$ cat config.mk
export PLATFORM = sky130hd
export DESIGN_NAME = phase_pwm
export DESIGN_NICKNAME = d
export VERILOG_FILES = /design/src/rtl/phase_pwm_pkg.sv /design/src/rtl/ramp_tick.sv /design/src/rtl/phase_ctr.sv /design/src/rtl/phase_pwm.sv
export SDC_FILE = /design/constraint.sdc
export NUM_CORES = 1
export LEC_CHECK = 0
export BUFFER_PORTS_ARGS = -buffer_cell sky130_fd_sc_hd__buf_2
export CAP_MARGIN = 0
export CORE_ASPECT_RATIO = 0.6
export CORE_MARGIN = 2
export CORE_UTILIZATION = 50
export CTS_BUF_LIST = sky130_fd_sc_hd__clkbuf_8
export CTS_CLUSTER_DIAMETER = 60
export DETAILED_ROUTE_END_ITERATION = 12
export PLACE_DENSITY = 0.78
export SLEW_MARGIN = 20
export SYNTH_ARGS = -nofsm -noshare
export SYNTH_HDL_FRONTEND = slang
export SYNTH_SLANG_ARGS = --single-unit
$ cat constraint.sdc
create_clock -name clk -period 2.8 [get_ports clk]
set_input_delay 0.7 -clock clk [delete_from_list [all_inputs] [get_ports clk]]
set_output_delay 0.7 -clock clk [all_outputs]
set_load 0.02 [all_outputs]
$ cat src/rtl/phase_pwm_pkg.sv
package phase_pwm_pkg;
   // index of each counter in the counter pair
   typedef enum int unsigned {
      SIDE_RISE = 0,
      SIDE_FALL = 1
   } side_e;

   localparam int unsigned NUM_SIDES = 2;

   function automatic int unsigned skew_width(input int unsigned term);
      return $clog2(term + 1);
   endfunction
endpackage

$ cat src/rtl/ramp_tick.sv
module ramp_tick #(
   parameter int unsigned TICK_W = 16
) (
   input  logic              clk,
   input  logic              rst_n,
   input  logic              hold,
   input  logic [TICK_W-1:0] per,
   output logic              tick
);
   logic [TICK_W-1:0] cnt;

   assign tick = !hold && (cnt == per);

   always_ff @(posedge clk or negedge rst_n) begin
      if (!rst_n) begin
         cnt <= '0;
      end else if (hold || tick) begin
         cnt <= '0;
      end else begin
         cnt <= cnt + 1'b1;
      end
   end
endmodule

$ cat src/rtl/phase_ctr.sv
module phase_ctr #(
   parameter int unsigned TERM = 15,
   parameter int unsigned CW   = 4
) (
   input  logic          clk,
   input  logic          rst_n,
   input  logic          clr,
   input  logic          bump,
   output logic [CW-1:0] cnt,
   output logic          wrap
);
   localparam logic [CW:0] MODV = (CW+1)'(TERM + 1);

   logic [CW:0] sum;
   logic [CW:0] nxt;

   always_comb begin
      sum  = {1'b0, cnt} + {{CW{1'b0}}, 1'b1} + {{CW{1'b0}}, bump};
      nxt  = (sum >= MODV) ? (sum - MODV) : sum;
      wrap = !clr && (sum >= MODV);
   end

   always_ff @(posedge clk or negedge rst_n) begin
      if (!rst_n) begin
         cnt <= '0;
      end else if (clr) begin
         cnt <= '0;
      end else begin
         cnt <= nxt[CW-1:0];
      end
   end
endmodule

$ cat src/rtl/phase_pwm.sv
module phase_pwm
   import phase_pwm_pkg::*;
#(
   parameter int unsigned TERM   = 15,
   parameter int unsigned TICK_W = 16
) (
   input  logic              clk,
   input  logic              rst_n,
   input  logic              ramp_dir,
   input  logic              hold,
   input  logic              zero_req,
   input  logic [TICK_W-1:0] tick_per,
   output logic              pwm_out
);
   localparam int unsigned CW   = skew_width(TERM);
   localparam logic [CW:0] MODV = (CW+1)'(TERM + 1);
   localparam logic [CW-1:0] TOP = CW'(TERM);

   initial begin
      assert (TERM >= 3) else $error("phase_pwm: TERM must be at least 3");
      assert (TICK_W >= 1 && TICK_W <= 32) else $error("phase_pwm: TICK_W out of range");
   end

   logic                 tick;
   logic [CW-1:0]        cnt  [NUM_SIDES];
   logic [NUM_SIDES-1:0] wrap;
   logic [NUM_SIDES-1:0] bump;
   logic [CW:0]          diff;
   logic [CW-1:0]        offset;
   logic                 sat_hi;
   logic                 sat_lo;
   logic                 pwm_q;

   ramp_tick #(.TICK_W(TICK_W)) u_tick (
      .clk   (clk),
      .rst_n (rst_n),
      .hold  (hold),
      .per   (tick_per),
      .tick  (tick)
   );

   // skew = (rise - fall) mod (TERM+1)
   always_comb begin
      diff = {1'b0, cnt[SIDE_RISE]} - {1'b0, cnt[SIDE_FALL]};
      if (cnt[SIDE_RISE] < cnt[SIDE_FALL]) begin
         diff = diff + MODV;
      end
      offset = diff[CW-1:0];
      sat_hi = (offset == TOP);
      sat_lo = (offset == '0);
      bump[SIDE_RISE] = tick &&  ramp_dir && !sat_hi && !zero_req;
      bump[SIDE_FALL] = tick && !ramp_dir && !sat_lo && !zero_req;
   end

   for (genvar s = 0; s < NUM_SIDES; s++) begin : g_side
      phase_ctr #(.TERM(TERM), .CW(CW)) u_ctr (
         .clk   (clk),
         .rst_n (rst_n),
         .clr   (zero_req),
         .bump  (bump[s]),
         .cnt   (cnt[s]),
         .wrap  (wrap[s])
      );
   end

   // fall rollover wins when both coincide, so zero skew stays low
   always_ff @(posedge clk or negedge rst_n) begin
      if (!rst_n) begin
         pwm_q <= 1'b0;
      end else if (zero_req || wrap[SIDE_FALL]) begin
         pwm_q <= 1'b0;
      end else if (wrap[SIDE_RISE]) begin
         pwm_q <= 1'b1;
      end
   end

   assign pwm_out = sat_lo ? 1'b0 : (sat_hi ? 1'b1 : pwm_q);
endmodule

==> results.sh, run 1 <==
export IMPL_slowest_stage="dfrtp_1"
export IMPL_crit_type="flop to output port"
export IMPL_setup_tns_final_ps=0
export IMPL_min_path_type="primary input to asynchronous set/reset pin"
export IMPL_ctsHoldBuffers=0
export IMPL_synth_area_leaders="dfrtp_1, xnor2_1, ha_1, nor2_1, xor2_1"
export IMPL_synth_top_area_share=0.4013
export IMPL_synth_cell_types=38
export IMPL_ys_flop_type="dfrtp_1"
export IMPL_yosys_area_top_type="dfrtp_1"
export IMPL_cts_htree_levels=1
export IMPL_synth_seq_cells=25
export IMPL_syn_area_um2=1559
export IMPL_syn_area_per_cell_um2=9.930
export IMPL_critPathBufInv=1
export IMPL_cp_depth=6
export IMPL_tightest_slew_ps=557.2
export IMPL_cp_start_kind="flop"
export IMPL_start_util=0.5325
export IMPL_clock_skew_ps=7.058
export IMPL_hold_violations=0
export IMPL_critPathMaxFanout=4
export IMPL_io_buffers=21
export IMPL_die_h_um=47.25
export IMPL_critical_path_max_stage_delay_ps=440
export IMPL_synth_yosys_seq_area_share=0.4013
export IMPL_routedWlPerCell_um=15.11
export IMPL_gp_congestion=0.8594
export IMPL_cts_tree="built"
export IMPL_peakVddDrop_uv=342.8
export IMPL_final_antenna_net_count=0
export IMPL_grt_usage=0.1919
export IMPL_setup_ws_ps=47.83
export IMPL_relSlewSlack=0.6285
export IMPL_pre_cts_slack_ps=101.8
export IMPL_synth_edf_count=0
export IMPL_drc=0
export IMPL_worstPathArrival_ps=2050
export IMPL_diodes=0
export IMPL_instances_no_fill=225
export IMPL_dp_cells=216
export IMPL_syn_nets=187
export IMPL_hold_slack_ps=405.5
export IMPL_worst_ep_required_time_ps=2100
export IMPL_post_route_period_util=0.9829
export IMPL_pin_count=22
export IMPL_async_flop_share=1.000
export IMPL_root_buffer="clkbuf_8"
export IMPL_slew_violations=0
export IMPL_finalSetupViolCount=0
export IMPL_antenna_found_initial=0
export IMPL_path_delay_family="simple AND/OR/NAND/NOR gates"
export IMPL_fin_total_pwr_w=0.0007612
export IMPL_yosysWarnings=0
export IMPL_drtPass1Iterations=4
export IMPL_dp_hpwl_um=2611
export IMPL_avgViaCountPerCell=5.471
export IMPL_vias=1231
export IMPL_area_growth_pct=16.93
export IMPL_insertion_delay_ps=270
export IMPL_die_area_um2=3595
export IMPL_fmax_mhz=363.3
export IMPL_status="finished, final reports clean"
export IMPL_cts_inserted_buffers=3
export IMPL_powerDensity_nw_per_um2=417.5
export IMPL_grt_first_pass_wirelength_um=5244
export IMPL_drive_gt1_frac=0.2732
export IMPL_cap_violations=0
export IMPL_finalNetCount=214
export IMPL_row_count=15
export IMPL_crit_chain="ha_2 > nand3b_1 > and3_1 > or2_2 > o2bb2ai_1 > buf_4"
export IMPL_grt_remaining_overflow=0
export IMPL_clk_pin_slew_worst_paths_ps=90
export IMPL_cts_sinks=25
export IMPL_postRouteWirelength_um=3400
export IMPL_ff2ff_path_depth=16
export IMPL_fin_crit_ps=2752
export IMPL_core_area_um2=2928
export IMPL_clk_path_buf_depth=2
export IMPL_grt_max_degree=26
export IMPL_drtIter0Drc=129
export IMPL_synthCells=157
export IMPL_p_leak_nw=0.7804
export IMPL_synthTopCellsByCount="dfrtp_1, xnor2_1, nor2_1"
export IMPL_grt_pass1_vias=1145
export IMPL_endpoint_kind="output port"
export IMPL_fillers=246
export IMPL_die_w_um=76.09
## cells in the final DEF (no fill, tap or decap), types with 3 or more instances in the layout
cell       n
nand4_1    7
xnor2_1   25
nor3_1     4
ha_1       5
inv_1      8
buf_4      7
nor2_1    20
nand3_1    7
xor2_1     7
nand2_1    4
dfrtp_1   25
buf_2     20
clkbuf_8   3
a21oi_1    3
## cells by family (layout without fill, tap and decap cells)
| kind of cell | count (synthesis) | after routing | share of synthesized area |
|---|---|---|---|
| AOI/OAI and AO/OA | 14 | 14 | 0.07144 |
| adders and majority gates | 9 | 9 | 0.07705 |
| DFF | 25 | 25 | 0.4013 |
| xor gates and xnor gates | 33 | 33 | 0.1854 |
| and+or+nand+nor | 61 | 61 | 0.2215 |
| buffers and inverters | 15 | 41 | 0.04334 |
## metrics by stage
stage | utilization | cell area [um2]
after floorplan | - | 1559
after global placement | 0.5786 | 1694
after detailed placement | 0.5786 | 1694
after CTS | 0.6047 | 1770
after global routing | 0.6227 | 1823
final | 0.6227 | 1823
## final timing paths
kind	to	startpoint	slack [ps]
max in group asynchronous	u_tick.cnt[11]$_DFF_PN0_	rst_n	2020
max	pwm_out	g_side[0].u_ctr.cnt[2]$_DFF_PN0_	50
max reg2reg	g_side[1].u_ctr.cnt[2]$_DFF_PN0_	g_side[0].u_ctr.cnt[0]$_DFF_PN0_	90
min	pwm_q$_DFFE_PN0P_	rst_n	410
min reg2reg	pwm_q$_DFFE_PN0P_	g_side[1].u_ctr.cnt[2]$_DFF_PN0_	500
min in group clk	pwm_q$_DFFE_PN0P_	g_side[1].u_ctr.cnt[2]$_DFF_PN0_	500
## power by group
part / switching [W] / internal, W / leakage [nW] / total (W)
sequential: 0.0000143 / 0.000371 / 0.342 / 0.000386
combinational: 0.0000817 / 0.0000782 / 0.417 / 0.000160
clock: 0.000115 / 0.000101 / 0.0217 / 0.000216
total: 0.000211 / 0.000550 / 0.780 / 0.000761
## cell type report
type	count	area, um2	area share
Inverter	10	37.54	0.02059
Clock buffer	3	41.29	0.02265
Clock inverter	1	7.507	0.004118
Tap cell	42	52.55	0.02883
Sequential cell	25	625.6	0.3432
Multi-Input combinational cell	117	905.9	0.4969
Timing Repair Buffer	27	152.6	0.08373
## routing by layer
| layer | wire length (um) | share of wire | vias up | track usage |
|---|---|---|---|---|
| li1 | - | - | 591 | - |
| met4 | 0 | 0 | 0 | 0.05455 |
| met3 | 238 | 0.070 | 0 | 0.03654 |
| met5 | 0 | 0 | - | 0 |
| met1 | 1577 | 0.46 | 598 | 0.2664 |
| met2 | 1584 | 0.47 | 42 | 0.3196 |
## worst register-to-register path: stages (launching register included)
cell and delay [ps]:
dfrtp_1 380, inv_2 70, ha_4 130, inv_2 40
fa_2 400, xor2_2 170, nor3b_2 200, o21ai_2 90
buf_4 140, buf_4 120, buf_4 120, nand4b_1 100
ha_2 190, inv_1 40, ha_1 200, xnor2_1 160
nor2_1 50
## registers in the layout, summed over array words and instances, names as in the netlist
name              count
u_tick.cnt           16
g_side.u_ctr.cnt      8
pwm_q                 1
## what timing repair did
item / in CTS / in global routing
gates resized for setup: 3 / 10
pin swaps: 1 / 4
cloned: 0 / 0
buffers inserted: 3 / 2
setup endpoints to repair: 1 / 4
Note: power is estimated with default switching activity, not from simulation.
==> inputs of run 2 (changes only) <==
- ABC_AREA: default -> 1
- PLACE_DENSITY: 0.78 -> 0.77
==> run 2 against run 1 <==
Effect of this change: critical path depth increased by 4; highest routed layer is now met4; global-route usage increased by 1.4 points; sequential power about the same; area after synthesis increased by 18%; core utilization decreased by 5.8 points; synthesized cell count increased by 66%.
==> results.sh, run 2 <==
export IMPL_drtIter0Drc=106
export IMPL_core_area_um2=3595
export IMPL_clk_pin_slew_worst_paths_ps=90
export IMPL_worstPathArrival_ps=1960
export IMPL_cap_violations=0
export IMPL_clk_path_buf_depth=2
export IMPL_final_cell_mix="nand2_1, inv_1, nor2_1"
export IMPL_final_common_cell="nand2_1"
export IMPL_top_layer="met4"
export IMPL_setup_ws_ps=143.8
export IMPL_placedInstanceArea_um2=1968
export IMPL_insertion_delay_ps=270
export IMPL_regMostFlops="u_tick.cnt"
export IMPL_cp_startpoint="g_side[1].u_ctr.cnt[0]$_DFF_PN0_"
export IMPL_finalSetupViolCount=0
export IMPL_fmax_mhz=376.5
export IMPL_start_util=0.5113
export IMPL_final_antenna_net_count=0
export IMPL_synthMostInstantiatedCell="nand2_1"
export IMPL_drive_gt1_frac=0.1312
export IMPL_antenna_found_initial=0
export IMPL_tightest_slew_ps=588.9
export IMPL_crit_type="flop to output port"
export IMPL_cts_inserted_buffers=3
export IMPL_crit_top_cell="nand2_1"
export IMPL_critPathMaxFanout=2
export IMPL_yosysWarnings=0
export IMPL_io_buffers=21
export IMPL_grt_remaining_overflow=0
export IMPL_post_route_period_util=0.9486
export IMPL_syn_area_um2=1838
export IMPL_synthTopCellsByCount="nand2_1, inv_1, nor2_1"
export IMPL_cts_tree="built"
export IMPL_hold_violations=0
export IMPL_async_flop_share=1.000
export IMPL_slew_violations=0
export IMPL_clock_skew_ps=4.119
export IMPL_fin_crit_ps=2656
export IMPL_endpoint_kind="output port"
export IMPL_regToRegEndpoint="pwm_q$_DFFE_PN0P_"
export IMPL_r2r_start="g_side[0].u_ctr.cnt[0]$_DFF_PN0_"
export IMPL_critical_path_max_stage_delay_ps=440
export IMPL_final_area_um2=2031
export IMPL_synth_seq_cells=25
export IMPL_synth_cell_types=25
export IMPL_finish_utilization=0.5649
export IMPL_drc=0
export IMPL_synth_yosys_seq_area_share=0.3404
export IMPL_diodes=0
export IMPL_synth_edf_count=0
export IMPL_ff2ff_path_depth=16
export IMPL_reg2reg_slack_ps=310
export IMPL_path_delay_family="adder cells"
export IMPL_postRouteWirelength_um=3926
export IMPL_min_path_type="primary input to asynchronous set/reset pin"
export IMPL_status="finished, final reports clean"
export IMPL_wl_met2_um=1439
export IMPL_grt_first_pass_wirelength_um=6348
export IMPL_synthCells=261
export IMPL_cp_start_kind="flop"
export IMPL_synth_top_area_share=0.3404
export IMPL_die_h_um=50.97
export IMPL_cts_htree_levels=1
export IMPL_finalNetCount=313
export IMPL_largest_reg_flops=16
export IMPL_rsz0062_at_grt="no"
export IMPL_grt_usage=0.2062
export IMPL_dp_hpwl_um=3185
export IMPL_peakVddDrop_uv=222.0
export IMPL_die_area_um2=4193
export IMPL_routed_wl_met3_um=400
export IMPL_grt_max_degree=26
export IMPL_area_growth_pct=10.48
export IMPL_row_count=17
export IMPL_pre_cts_slack_ps=318.2
export IMPL_cp_depth=10
export IMPL_slowest_stage="fa_2"
export IMPL_crit_chain="ha_1 > inv_1 > fa_2 > inv_2 > nand2_1 > nor2_1 > nand3_1 > nand2_1 > nand2_1 > buf_2"
export IMPL_wl_met1_um=2072
export IMPL_grt_pass1_vias=1354
export IMPL_die_w_um=82.28
export IMPL_fin_total_pwr_w=0.0007436
export IMPL_setup_tns_final_ps=0
export IMPL_yosys_area_top_type="dfrtp_1"
export IMPL_root_buffer="clkbuf_8"
export IMPL_relSlewSlack=0.6074
export IMPL_cts_sinks=25
export IMPL_powerDensity_nw_per_um2=366.2
export IMPL_syn_nets=291
export IMPL_drtPass1Iterations=4
export IMPL_critPathBufInv=3
export IMPL_top_regs="u_tick.cnt: 16 flops, g_side.u_ctr.cnt: 8 flops, pwm_q: 1 flops"
export IMPL_ys_flop_type="dfrtp_1"
export IMPL_vias=1576
export IMPL_gp_congestion=0.8050
export IMPL_pin_count=22
export IMPL_worst_ep_required_time_ps=2100
export IMPL_p_leak_nw=1.038
export IMPL_avgViaCountPerCell=4.790
export IMPL_syn_area_per_cell_um2=7.042
export IMPL_routedWlPerCell_um=11.93
export IMPL_synth_area_leaders="dfrtp_1, nand2_1, inv_1, nor2_1, xor2_1"
export IMPL_crit_end="pwm_out"
==> run 2: metal layers <==
| layer | global-route usage | up-vias |
|---|---|---|
| met5 | 0 | - |
| met4 | 0.03333 | 0 |
| met3 | 0.07774 | 2 |
| met2 | 0.2608 | 43 |
| met1 | 0.3274 | 702 |
| li1 | - | 829 |
==> run 2: metrics by stage <==
stage,hold WS (ps),std cells
2_1_floorplan,404.4,261
3_3_place_gp,509.5,324
3_5_place_dp,524.4,324
4_1_cts,431.6,328
5_1_grt,460.9,329
6_report,420.7,329
==> run 2: timing repair <==
item,CTS,global route
setup buffers,0,1
endpoints found under the setup margin,0,1
gates resized for setup,0,3
hold buffers,0,0
==> run 2: cell type report <==
| type | count | area (um2) |
|---|---|---|
| multi-input combinational | 184 | 1012 |
| clock inverter | 1 | 3.754 |
| sequential | 25 | 625.6 |
| timing repair buffer | 22 | 112.6 |
| inverter | 47 | 176.4 |
| tap | 47 | 58.81 |
| fill | 356 | 1564 |
| clock buffer | 3 | 41.29 |
==> run 2: how the worst min path moves through the flow <==
stage	cells past startpoint	from	end
floorplan	0	rst_n	g_side[0].u_ctr.cnt[0]$_DFF_PN0_
global placement	2	pwm_q$_DFFE_PN0P_	pwm_q$_DFFE_PN0P_
detailed placement	2	pwm_q$_DFFE_PN0P_	pwm_q$_DFFE_PN0P_
CTS	1	rst_n	u_tick.cnt[12]$_DFF_PN0_
global route	1	rst_n	u_tick.cnt[12]$_DFF_PN0_
finish	1	rst_n	u_tick.cnt[12]$_DFF_PN0_
==> run 2: power by group <==
group / internal (W) / switching [W] / total (W)
clock network: 0.0000981 / 0.000113 / 0.000211
logic: 0.0000612 / 0.0000865 / 0.000148
registers: 0.000371 / 0.0000137 / 0.000385
==> run 2: logic make-up after synthesis <==
logic type / after synthesis / share of synthesized area
and+or+nand+nor: 141 / 0.3315
DFF: 25 / 0.3404
buffers and inverters: 52 / 0.1144
xor gates and xnor gates: 27 / 0.1287
AOI/OAI and AO/OA: 7 / 0.01974
adders and majority gates: 9 / 0.06535
==> run 2: worst reg2reg max path: cells and delay by family (launching register included) <==
kind / cells / cell delay, ps
fa+ha+maj: 4 / 1050
buf+inv: 5 / 370
flops: 1 / 370
simple gates: 5 / 340
compound gates: 2 / 240
==> inputs of run 3 (changes only) <==
- CORE_UTILIZATION: 50 -> 27
- PLACE_DENSITY: 0.77 -> 0.5
==> run 3 against run 2 <==
Effect of this change: sequential share of layout area shrank 0.87 points; clock power grew 3%; via count shrank 1.6%; non-clock buffer count grew 1; clock-buffer cell count is the same; cell area grew 2.9%; highest routed layer unchanged; power grew 0.69%; first-iteration DRC count grew 16%; worst hold slack lost 21 ps; sequential power is essentially flat.
==> results.sh, run 3 (synthesized netlist as in run 2, its figures left out) <==
export IMPL_status="finished, final reports clean"
export IMPL_drc=0
export IMPL_r2r_start="g_side[0].u_ctr.cnt[0]$_DFF_PN0_"
export IMPL_crit_chain="ha_1 > inv_2 > fa_2 > inv_1 > nand2_1 > nor2_1 > nand3_1 > nand2_1 > nand2_1 > buf_2"
export IMPL_regToRegEndpoint="pwm_q$_DFFE_PN0P_"
export IMPL_crit_top_cell="nand2_1"
export IMPL_post_route_period_util=0.9508
export IMPL_cp_depth=10
export IMPL_die_h_um=67.91
export IMPL_drive_gt1_frac=0.1378
export IMPL_die_w_um=110.5
export IMPL_cts_inserted_buffers=3
export IMPL_endpoint_kind="output port"
export IMPL_pin_count=22
export IMPL_postRouteWirelength_um=4104
export IMPL_drtIter0Drc=123
export IMPL_critPathMaxFanout=2
export IMPL_drtPass1Iterations=4
export IMPL_vias=1550
export IMPL_root_buffer="clkbuf_8"
export IMPL_dp_hpwl_um=3301
export IMPL_path_delay_family="adder cells"
export IMPL_setup_tns_final_ps=0
export IMPL_clk_pin_slew_worst_paths_ps=90
export IMPL_rsz0062_at_grt="no"
export IMPL_peakVddDrop_uv=167.5
export IMPL_core_area_um2=6619
export IMPL_worstPathArrival_ps=1960
export IMPL_cts_htree_levels=1
export IMPL_slew_violations=0
export IMPL_cp_startpoint="g_side[1].u_ctr.cnt[0]$_DFF_PN0_"
export IMPL_final_common_cell="nand2_1"
export IMPL_pre_cts_slack_ps=417.1
export IMPL_cts_tree="built"
export IMPL_min_path_type="primary input to asynchronous set/reset pin"
export IMPL_worst_ep_required_time_ps=2100
export IMPL_clk_path_buf_depth=2
export IMPL_fin_crit_ps=2662
export IMPL_insertion_delay_ps=270
export IMPL_top_regs="u_tick.cnt: 16 flops, g_side.u_ctr.cnt: 8 flops, pwm_q: 1 flops"
export IMPL_cap_violations=0
export IMPL_gp_congestion=0.8016
export IMPL_fillers=731
export IMPL_routedWlPerCell_um=11.09
export IMPL_slowest_stage="fa_2"
export IMPL_row_count=23
export IMPL_diodes=0
export IMPL_final_antenna_net_count=0
export IMPL_start_util=0.2777
export IMPL_grt_pass1_vias=1417
export IMPL_setup_ws_ps=137.8
export IMPL_cts_sinks=25
export IMPL_avgViaCountPerCell=4.189
export IMPL_antenna_found_initial=0
export IMPL_clock_skew_ps=9.159
export IMPL_grt_usage=0.1236
export IMPL_io_buffers=21
export IMPL_p_leak_nw=1.042
export IMPL_powerDensity_nw_per_um2=358.3
export IMPL_reg2reg_slack_ps=350
export IMPL_grt_max_degree=26
export IMPL_crit_type="flop to output port"
export IMPL_fmax_mhz=375.6
export IMPL_final_cell_mix="nand2_1, nor2_1, inv_1"
export IMPL_tightest_slew_ps=561.2
export IMPL_crit_end="pwm_out"
export IMPL_regMostFlops="u_tick.cnt"
export IMPL_finalNetCount=314
export IMPL_finalSetupViolCount=0
export IMPL_area_growth_pct=13.68
export IMPL_relSlewSlack=0.6259
export IMPL_cp_start_kind="flop"
export IMPL_grt_remaining_overflow=0
export IMPL_grt_first_pass_wirelength_um=7272
export IMPL_largest_reg_flops=16
export IMPL_hold_violations=0
export IMPL_ff2ff_path_depth=16
export IMPL_critPathBufInv=3
export IMPL_critical_path_max_stage_delay_ps=420
export IMPL_die_area_um2=7505
## run 3: cell count changes in the layout (fill, tap and decap cells not counted), sizes merged
cell,change
inv,-1
clkinv,+1
buf,+1
## run 3: final cells by class
class	count	area (um2)	area share
Tap cell	87	108.9	0.05210
Multi-Input combinational cell	184	1012	0.4844
Clock buffer	3	41.29	0.01976
Clock inverter	1	5.005	0.002395
Inverter	47	176.4	0.08443
Sequential cell	25	625.6	0.2994
Timing Repair Buffer	23	120.1	0.05749
## run 3: worst min path at each step
stage	start	end	slack [ps]	cells after the start
6_report	rst_n	u_tick.cnt[15]$_DFF_PN0_	400	1
4_1_cts	rst_n	u_tick.cnt[6]$_DFF_PN0_	430	1
3_3_place_gp	pwm_q$_DFFE_PN0P_	pwm_q$_DFFE_PN0P_	510	2
2_1_floorplan	rst_n	g_side[0].u_ctr.cnt[0]$_DFF_PN0_	400	0
3_5_place_dp	pwm_q$_DFFE_PN0P_	pwm_q$_DFFE_PN0P_	510	2
5_1_grt	rst_n	u_tick.cnt[14]$_DFF_PN0_	440	1
## run 3: repair_timing
item	in CTS	in global routing
resized for setup	0	3
buffers inserted	0	2
hold buffers	0	0
hold endpoints to repair	0	0
setup endpoints to repair	0	1
## run 3: per-stage QoR
| stage | util | area [um2] | power [W] | instances | hold WS, ps |
|---|---|---|---|---|---|
| 2_1_floorplan | - | 1838 | 0.0004819 | 261 | 404.4 |
| 3_3_place_gp | 0.3049 | 2018 | 0.0005300 | 364 | 507.7 |
| 3_5_place_dp | 0.3049 | 2018 | 0.0005296 | 364 | 505.6 |
| 4_1_cts | 0.3119 | 2064 | 0.0007523 | 368 | 429.3 |
| 5_1_grt | 0.3157 | 2090 | 0.0008054 | 370 | 439.6 |
| 6_report | 0.3157 | 2090 | 0.0007487 | 370 | 400.0 |
## run 3: per-layer routing
layer,global-route usage,part of all wire
met3,0.02923,0.054
met4,0.02813,0.0088
met2,0.1626,0.34
met5,0,0
met1,0.1964,0.59
## run 3: power breakdown
group	switching (W)	internal (W)	leakage, nW	total [W]
logic	0.0000849	0.0000618	0.675	0.000147
clock network	0.000118	0.0000997	0.0255	0.000217
registers	0.0000137	0.000371	0.342	0.000385
total	0.000216	0.000533	1.04	0.000749
